==> src/rtl/ref_selector.sv <==
module ref_selector #(
  parameter int N_IN    = 5,
  parameter int PW      = 4,
  parameter bit IS_MAIN = 1'b1,
  localparam int IW     = $clog2(N_IN)
) (
  input  logic               clk,
  input  logic               rst_n,
  input  logic [N_IN-1:0]    valid_i,
  input  logic [N_IN*PW-1:0] prio_i,
  input  logic [1:0]         mode_i,
  input  logic               revertive_i,
  input  logic [IW-1:0]      force_idx_i,
  input  logic [IW-1:0]      ext_idx_i,
  input  logic               use_main_i,
  output logic [IW-1:0]      sel_idx_o,
  output logic               sel_main_o,
  output logic               none_o,
  output logic               switch_o
);
  localparam logic [1:0]  MODE_FORCE = 2'b01;
  localparam logic [1:0]  MODE_EXT   = 2'b10;
  localparam logic [IW:0] IDX_LIM    = N_IN[IW:0];

  logic [N_IN-1:0] qual_r;
  logic [PW-1:0]   prio_r [N_IN];
  logic [1:0]      mode_r;
  logic            rev_r, lock_r;
  logic [IW-1:0]   force_r, ext_r;

  always_ff @(posedge clk or negedge rst_n) begin
    if (!rst_n) begin
      qual_r  <= '0;
      mode_r  <= '0;
      rev_r   <= 1'b1;
      lock_r  <= 1'b0;
      force_r <= '0;
      ext_r   <= '0;
      for (int i = 0; i < N_IN; i++) prio_r[i] <= '0;
    end else begin
      for (int i = 0; i < N_IN; i++) begin
        qual_r[i] <= valid_i[i] && (prio_i[i*PW +: PW] != '0);
        prio_r[i] <= prio_i[i*PW +: PW];
      end
      mode_r  <= mode_i;
      rev_r   <= revertive_i;
      lock_r  <= use_main_i;
      force_r <= force_idx_i;
      ext_r   <= ext_idx_i;
    end
  end

  logic          any_q;
  logic [IW-1:0] best;
  logic [PW-1:0] best_p;

  always_comb begin
    any_q  = 1'b0;
    best   = '0;
    best_p = '1;
    for (int i = 0; i < N_IN; i++) begin
      if (qual_r[i] && (!any_q || prio_r[i] < best_p)) begin
        any_q  = 1'b1;
        best   = IW'(i);
        best_p = prio_r[i];
      end
    end
  end

  logic [IW-1:0] sel_r, nxt_sel;
  logic          nxt_none;
  wire lock_eff = !IS_MAIN && lock_r;
  wire ext_eff  = IS_MAIN && (mode_r == MODE_EXT);
  wire rev_eff  = !IS_MAIN || rev_r;
  wire cur_ok   = qual_r[sel_r];

  always_comb begin
    nxt_sel  = sel_r;
    nxt_none = 1'b0;
    if (lock_eff) begin
      nxt_sel = sel_r;
    end else if (mode_r == MODE_FORCE) begin
      if ({1'b0, force_r} < IDX_LIM) nxt_sel = force_r;
    end else if (ext_eff) begin
      if ({1'b0, ext_r} < IDX_LIM) nxt_sel = ext_r;
    end else if (!any_q) begin
      nxt_none = 1'b1;
    end else if (!cur_ok) begin
      nxt_sel = best;
    end else if (rev_eff && best_p < prio_r[sel_r]) begin
      nxt_sel = best;
    end
  end

  always_ff @(posedge clk or negedge rst_n) begin
    if (!rst_n) begin
      sel_r      <= '0;
      sel_main_o <= 1'b0;
      none_o     <= 1'b1;
      switch_o   <= 1'b0;
    end else begin
      sel_r      <= nxt_sel;
      sel_main_o <= lock_eff;
      none_o     <= nxt_none;
      switch_o   <= (nxt_sel != sel_r) || (lock_eff != sel_main_o);
    end
  end

  assign sel_idx_o = sel_r;
endmodule


==> config.mk <==
export PLATFORM = sky130hd
export DESIGN_NAME = ref_selector
export DESIGN_NICKNAME = d
export VERILOG_FILES = /design/src/rtl/ref_selector.sv
export SDC_FILE = /design/constraint.sdc
export NUM_CORES = 1
export LEC_CHECK = 0
export BUFFER_PORTS_ARGS = -buffer_cell sky130_fd_sc_hd__buf_4
export CAP_MARGIN = 30
export CELL_PAD_IN_SITES_DETAIL_PLACEMENT = 2
export CELL_PAD_IN_SITES_GLOBAL_PLACEMENT = 2
export CORE_MARGIN = 4
export CORE_UTILIZATION = 37
export DETAILED_ROUTE_END_ITERATION = 6
export PLACE_DENSITY_LB_ADDON = 0.1
export SYNTH_ARGS = -nofsm -noshare
export SYNTH_HDL_FRONTEND = slang
export SYNTH_SLANG_ARGS = --single-unit
==> constraint.sdc <==
create_clock -name clk -period 16.5 [get_ports clk]
set_input_delay 2.475 -clock clk [delete_from_list [all_inputs] [get_ports clk]]
set_output_delay 2.475 -clock clk [all_outputs]
set_load 0.02 [all_outputs]
==> impl_results.md, run 1 <==
- CP dominant cell by count: ha_1
- Detailed Routing Iterations Pass 1: 4
- Die height: 90.8 um
- Sequential area share after synthesis: 38.6%
- Critical path launch point type: register
- Initial antenna violation count: 0
- Crit path max-delay family: simple AND/OR/NAND/NOR gates
- Power per Cell Area: 115 nW/um^2
- CTS Root Cell: clkbuf_8
- Setup-failing EPs final: 0
- Register area: 978 sq um
- RSZ-0062 raised after global routing: false
- Vias in the first global route: 2453
- Cts hold-fix bufs: 0
- Syn nets: 318
- Cell depth of the worst flop-to-flop path: 38
- Crit share post-route: 54.4%
- Clock buffer depth: 2
- Ys flop type: dfrtp_1
- Post-synth EDFFs: 0
- Fill cells: 725
- RR Startpoint: qual_r[0]
- Clk sinks: 39
- H-Tree Depth: 2
- Reg2Reg Capture Point: sel_idx_o[1]
- Relative slew slack: 47.7%
- CTS tree: built
- Xor/xnor cell area share of the yosys netlist: 0.691%
- Setup TNS: 0 ps
- Drt total wl: 7630 um
- Remaining antenna violation count: 0
- Required time worst endpoint: 16680 ps
- Iteration-0 DRC count of the detailed router: 60
- Residual DRC count: 0
- Top-area cell type share of the netlist area: 36.5%
- Post-synth top cells: 37 x dfrtp_1, 27 x nand2_1, 24 x o21ai_0
- Die ar.: 8240 sq um
- Main combinational cell family by area after synthesis: compound AO/OA/AOI/OAI gates
- Ports: 43
- Leakage: 0.00131 uW
- Synth Instances: 270
- Die W: 90.8 um
- Largest net degree at the start of global routing: 40
- Max frequency: 111 MHz
- Clock Skews: 11.2 ps
- CP Capture Type: register
- CP max stage delay: 610 ps
- Vias/cell: 5.85
- Multi-input logic area: 1460 sq um
- GRT Overall Usage: 19.6%
- Number of I/O port buffers: 40
- Clk Latency, worst-skew pair: 300 ps
- Max cap viols: 0
- Hold Fails Final Rpt: 0
- Synth area leader: dfrtp_1
- Synthesis-to-layout area growth: 17.5%
- Max Transition Viols Final: 0
- Seq cells post-synth: 39
- Synth top area cells: dfrtp_1 37%, ha_1 5.4%, mux2i_1 5.1%
- First-pass GRT wire length: 12900 um
- Hold Path Depth: 2
- Overflow after GRT: 0
- Status: finished, final reports clean
- Synth Area in Compound Gates: 26.7%
- Setup bufs post-CTS: 0
- Hold WC Path Type: register to register
- Crit path DAT: 9160 ps
- Reg2Reg Setup Slack: 7520 ps
- Post-CTS Resized: 0
- Simple-gate area share of the yosys netlist: 17.2%
- Hold path start: qual_r[3]
- Worst Path Class, Setup: register to register
- Worst-path clk slew: 80 ps
- Critical path buffers and inverters: 3
- Cell Area, Synth: 2530 sq um
- Crit-path slowest cell: dfrtp_1
- VDD IR-drop max: 0.0000415 V
- Core area: 6490 sq um
- Num CTS Buffers: 5
- Num rows: 29
- Actual slew at the worst max-slew pin: 784 ps
- Most frequent cell after synthesis: dfrtp_1
- Via count: 2259
- Dpl hpwl: 5990 um
- PnR Total Power: 342 uW
- Post-synth ARST share: 100%
- Yosys warns: 0
- Mapped Avg Cell Area: 9.39 sq um
- Nets@finish: 356
- Post-synthesis adder-cell area fraction: 5.82%
- Wirelength per Cell: 19.8 um
- Share of layout cells above drive strength 1: 20.4%
- Global placer's final weighted congestion: 0.872
- Mux contribution to synthesized area: 7.06%
- Min cycle time layout: 8980 ps
- Crit-path max FO: 12
- Initial core utilization: 39.0%
- Distinct cells, synth: 72
- Inserted Diodes: 0
- WHS Endpoint: none_o
==> worst min-delay path: stages, from the launching register on <==
cell and delay (ps):
dfrtp_1 410, or3_1 220, nor3_1 90
==> placed cells by master, fill, tap and decap left out, drive strengths merged, types with 6 or more instances in the layout <==
cell type and instances:
dfrtp 37, inv 15, buf 40, o21ai 29, ha 11, o22ai 6
nor2 13, mux2i 13, clkbuf 6, nand2 27, nand2b 8, a21oi 15
==> routing by layer <==
metal	vias to the layer above	global-route usage (%)	wire length [um]
met1	1129	26.4	3650
met5	-	0	0
met3	8	4.08	310
met4	0	4.90	78
li1	1082	-	-
met2	40	32.1	3590
==> through the flow <==
step                area [sq um]  hold WS, ps  util (%)  cells  setup slack (ps)
floorplan                   2530          548         -    270              9070
global placement            2890          704      44.5    378              7900
detailed placement          2890          720      44.5    378              7600
CTS                         2980          737      45.8    386              7570
global route                2980          761      45.8    386              6840
finish                      2980          716      45.8    386              7520
==> worst max-delay path by stage <==
stage / from / end / cells after the start / slack (ps)
6_report: qual_r[0] / sel_idx_o[1] / 38 / 7520
5_1_grt: qual_r[0] / sel_idx_o[1] / 39 / 6840
4_1_cts: qual_r[0] / sel_idx_o[1] / 38 / 7570
3_5_place_dp: qual_r[0] / sel_idx_o[1] / 39 / 7600
3_3_place_gp: qual_r[0] / sel_idx_o[1] / 38 / 7900
2_1_floorplan: qual_r[0] / sel_idx_o[1] / 39 / 9070
==> flip-flops by register name, indices dropped and copies added (netlist names), 2 cells and up <==
| name | cells |
|---|---|
| force_r | 3 |
| prio_r | 20 |
| sel_idx_o | 3 |
| qual_r | 5 |
| ext_r | 3 |
| mode_r | 2 |
==> power by group <==
part / total [uW] / internal, uW / switching [uW]
registers: 134 / 104 / 29.6
logic: 143 / 67.2 / 75.4
clock network: 65.6 / 29.6 / 36.0
==> cell families after synthesis <==
group / count (synthesis)
flops: 39
xor+xnor: 2
compound gates: 95
other cells: 1
fa+ha+maj: 12
buf+inv: 24
simple gates: 81
mux: 16
==> area by class of cell <==
cell class | count | share of cell area (%)
clock buffer | 6 | 2.44
clock inverter | 2 | 0.420
inverter | 15 | 1.89
multi-input combinational | 207 | 49.1
sequential | 39 | 32.9
tap | 77 | 3.24
timing repair buffer | 40 | 10.1
(Power assumes the default switching activity.)
==> inputs of run 2 (changes only) <==
--- a/config.mk
+++ b/config.mk
@@ -5,12 +5,13 @@
 export SDC_FILE = /design/constraint.sdc
 export NUM_CORES = 1
 export LEC_CHECK = 0
+export ABC_AREA = 1
 export BUFFER_PORTS_ARGS = -buffer_cell sky130_fd_sc_hd__buf_4
 export CAP_MARGIN = 30
 export CELL_PAD_IN_SITES_DETAIL_PLACEMENT = 2
 export CELL_PAD_IN_SITES_GLOBAL_PLACEMENT = 2
 export CORE_MARGIN = 4
-export CORE_UTILIZATION = 37
+export CORE_UTILIZATION = 29
 export DETAILED_ROUTE_END_ITERATION = 6
 export PLACE_DENSITY_LB_ADDON = 0.1
 export SYNTH_ARGS = -nofsm -noshare
==> constraint.sdc (replaced) <==
create_clock -name clk -period 8.15 [get_ports clk]
set_input_delay 1.2225 -clock clk [delete_from_list [all_inputs] [get_ports clk]]
set_output_delay 1.2225 -clock clk [all_outputs]
set_load 0.02 [all_outputs]
==> impl_results.md, run 2 <==
- Crit path DAT: 6740 ps (-2420 ps)
- Initial core utilization: 30.2% (-8.8 points)
- Clk Latency, worst-skew pair: 300 ps (about the same)
- Hold WC Path Type: register to register
- Max reg flops: 20 (unchanged)
- Global placer's final weighted congestion: 0.761 (-13%)
- Hold path start: force_r[2]
- Hold Fails Final Rpt: 0 (unchanged)
- Synth top area cells: dfrtp_1 42%, nand2_1 12%, nand3_1 7.0%
- Most frequent cell after synthesis: nand2_1
- Reg2Reg Capture Point: switch_o
- Reg power frac: 37.9% (-1.2 points)
- Die ar.: 9150 sq um (+11%)
- Setup-failing EPs final: 0 (unchanged)
- Overflow after GRT: 0 (unchanged)
- Post-synth EDFFs: 0 (unchanged)
- Min cycle time layout: 6550 ps (-2430 ps)
- Reg2Reg Setup Slack: 1600 ps (-5920 ps)
- RSZ-0062 raised after global routing: false
- Setup bufs post-CTS: 0 (unchanged)
- Largest net degree at the start of global routing: 40 (unchanged)
- Internal power: 390 uW (+94%)
- Worst-path clk slew: 100 ps (+20 ps)
- Worst Path Class, Setup: register to register
- Die height: 95.6 um (+5.4%)
- Clk sinks: 39 (unchanged)
- Vias/cell: 4.82 (-18%)
- Inserted Diodes: 0 (unchanged)
- RR Startpoint: qual_r[0]
- Actual slew at the worst max-slew pin: 716 ps (-68.3 ps)
- Critical path launch point type: register
- Dpl hpwl: 5200 um (-13%)
- Synth area leader: dfrtp_1
- NetSw: 243 uW (+72%)
- Cell depth of the worst flop-to-flop path: 53 (+39%)
- CP max stage delay: 470 ps (-140 ps)
- Commonest non-fill, non-tap cell in the layout: nand2_1
- Distinct cells, synth: 25 (-65%)
- Top-area cell type share of the netlist area: 41.6% (+5.0 points)
- H-Tree Depth: 2 (unchanged)
- Largest Register: prio_r
- Combinational power share: 35.4% (-6.3 points)
- Clock buffer depth: 2 (unchanged)
- Seq cells post-synth: 39 (unchanged)
- Required time worst endpoint: 8340 ps (-8340 ps)
- Crit-path slowest cell: dfrtp_1
- CTS Root Cell: clkbuf_8
- Sequential area share after synthesis: 43.9% (+5.3 points)
- Drt total wl: 6440 um (-16%)
- Crit share post-route: 80.4% (+26 points)
- Wirelength per Cell: 15.2 um (-23%)
- Clock network power share: 26.8% (+7.6 points)
- Die W: 95.6 um (+5.4%)
- Largest regs: prio_r (20), qual_r (5)
- CP dominant cell by count: nand2_1
- Via count: 2038 (-9.8%)
- Share of layout cells above drive strength 1: 21.3% (+0.91 points)
- WHS Endpoint: sel_idx_o[2]
- Syn nets: 328 (+3.1%)
- Iteration-0 DRC count of the detailed router: 48 (-20%)
- Max Transition Viols Final: 0 (unchanged)
- Residual DRC count: 0 (unchanged)
- Post-synth ARST share: 100% (unchanged)
- Ports: 43 (unchanged)
- Ys flop type: dfrtp_1
- Num rows: 31 (+6.9%)
- GRT Overall Usage: 15.2% (-4.4 points)
- Max cap viols: 0 (unchanged)
- Yosys warns: 0 (unchanged)
- Leakage: 0.00141 uW (+7.8%)
- Relative slew slack: 52.3% (+4.6 points)
- First-pass GRT wire length: 10700 um (-17%)
- Power per Cell Area: 232 nW/um^2 (+100%)
- Number of I/O port buffers: 40 (unchanged)
- Switching portion of total power: 38.4% (-2.8 points)
- Post-synth top cells: 71 x nand2_1, 38 x inv_1, 37 x dfrtp_1
- Initial antenna violation count: 0 (unchanged)
- Hold Path Depth: 2 (unchanged)
- Status: finished, final reports clean
- Max frequency: 153 MHz (+37%)
- Detailed Routing Iterations Pass 1: 4 (unchanged)
- Final Cell Area: 2730 sq um (-8.2%)
- Commonest non-fill, non-tap cells in the layout: 71 x nand2_1, 40 x buf_4, 38 x inv_1
- Nets@finish: 371 (+4.2%)
- Remaining antenna violation count: 0 (unchanged)
- Clock Skews: 15.8 ps (+4.52 ps)
- Synthesis-to-layout area growth: 22.7%
- CTS tree: built
- CP Capture Type: register
- Mapped Avg Cell Area: 7.95 sq um (-15%)
- Cell Area, Synth: 2230 sq um (-12%)
- VDD IR-drop max: 0.000125 V (+200%)
- Vias in the first global route: 2276 (-7.2%)
- Num CTS Buffers: 5 (unchanged)
- Core area: 7370 sq um (+13%)
- Post-CTS Resized: 0 (unchanged)
- Cts hold-fix bufs: 0 (unchanged)
- Crit-path max FO: 9 (-3)
- Synth Instances: 280 (+3.7%)
- Setup TNS: 0 ps (unchanged)
- Placed Area: 2620 sq um (-9.6%)
## run 2: power by group through the flow
stage	combinational [uW]	clock, uW	sequential, uW
finish	224	169	240
global route	260	183	244
CTS	230	175	240
detailed placement	228	0	244
global placement	220	0	244
floorplan	161	0	234
## run 2: layer usage
metal,part of all wire (%),global-route usage (%),vias up,routed length (um)
met1,45,18.8,1001,2920
met3,4.1,3.39,6,265
li1,-,-,998,-
met2,49,26.5,33,3170
met5,0,0,-,0
met4,1.3,3.91,0,85
## run 2: stage by stage
stage | setup slack [ps] | std cells | hold slack, ps | util (%) | total power, uW
finish | 1600 | 423 | 614 | 37.1 | 633
global route | 646 | 423 | 652 | 37.1 | 688
CTS | 1400 | 423 | 613 | 37.1 | 645
detailed placement | 1430 | 415 | 588 | 35.5 | 472
global placement | 1600 | 415 | 577 | 35.5 | 465
floorplan | 2800 | 280 | 531 | - | 395
## run 2: how the worst max path moves through the flow
stage	endpoint	from	slack, ps
floorplan	switch_o	qual_r[0]	2800
global placement	switch_o	qual_r[0]	1600
detailed placement	switch_o	qual_r[0]	1430
CTS	switch_o	qual_r[0]	1400
global route	switch_o	qual_r[0]	650
finish	switch_o	qual_r[0]	1600
## run 2: cell type report
type	instances	area, sq um
Multi-Input combinational cell	197	1060
Clock buffer	5	68.8
Clock inverter	3	47.5
Inverter	40	150
Sequential cell	39	978
Timing Repair Buffer	40	300
Fill cell	876	4640
Tap cell	99	124
## run 2: worst max-delay path, delay by kind of cell (launching register included)
kind	cells	cell delay, ps
AOI/OAI and AO/OA	5	1190
DFF	1	470
buffers and inverters	8	700
adders and majority gates	5	1510
and+or+nand+nor	35	2580
## run 2: cell families (layout without fill, tap and decap cells)
family                     count (synthesis)  count (layout)  synth area share [%]
muxes                                      2               2                  1.01
and+or+nand+nor                          130             130                  26.3
buffers and inverters                     44              88                  8.31
DFF                                       39              39                  43.9
AOI/OAI and AO/OA                         53              53                  14.1
adders and majority gates                 11              11                  6.18
other                                      1               1                 0.168
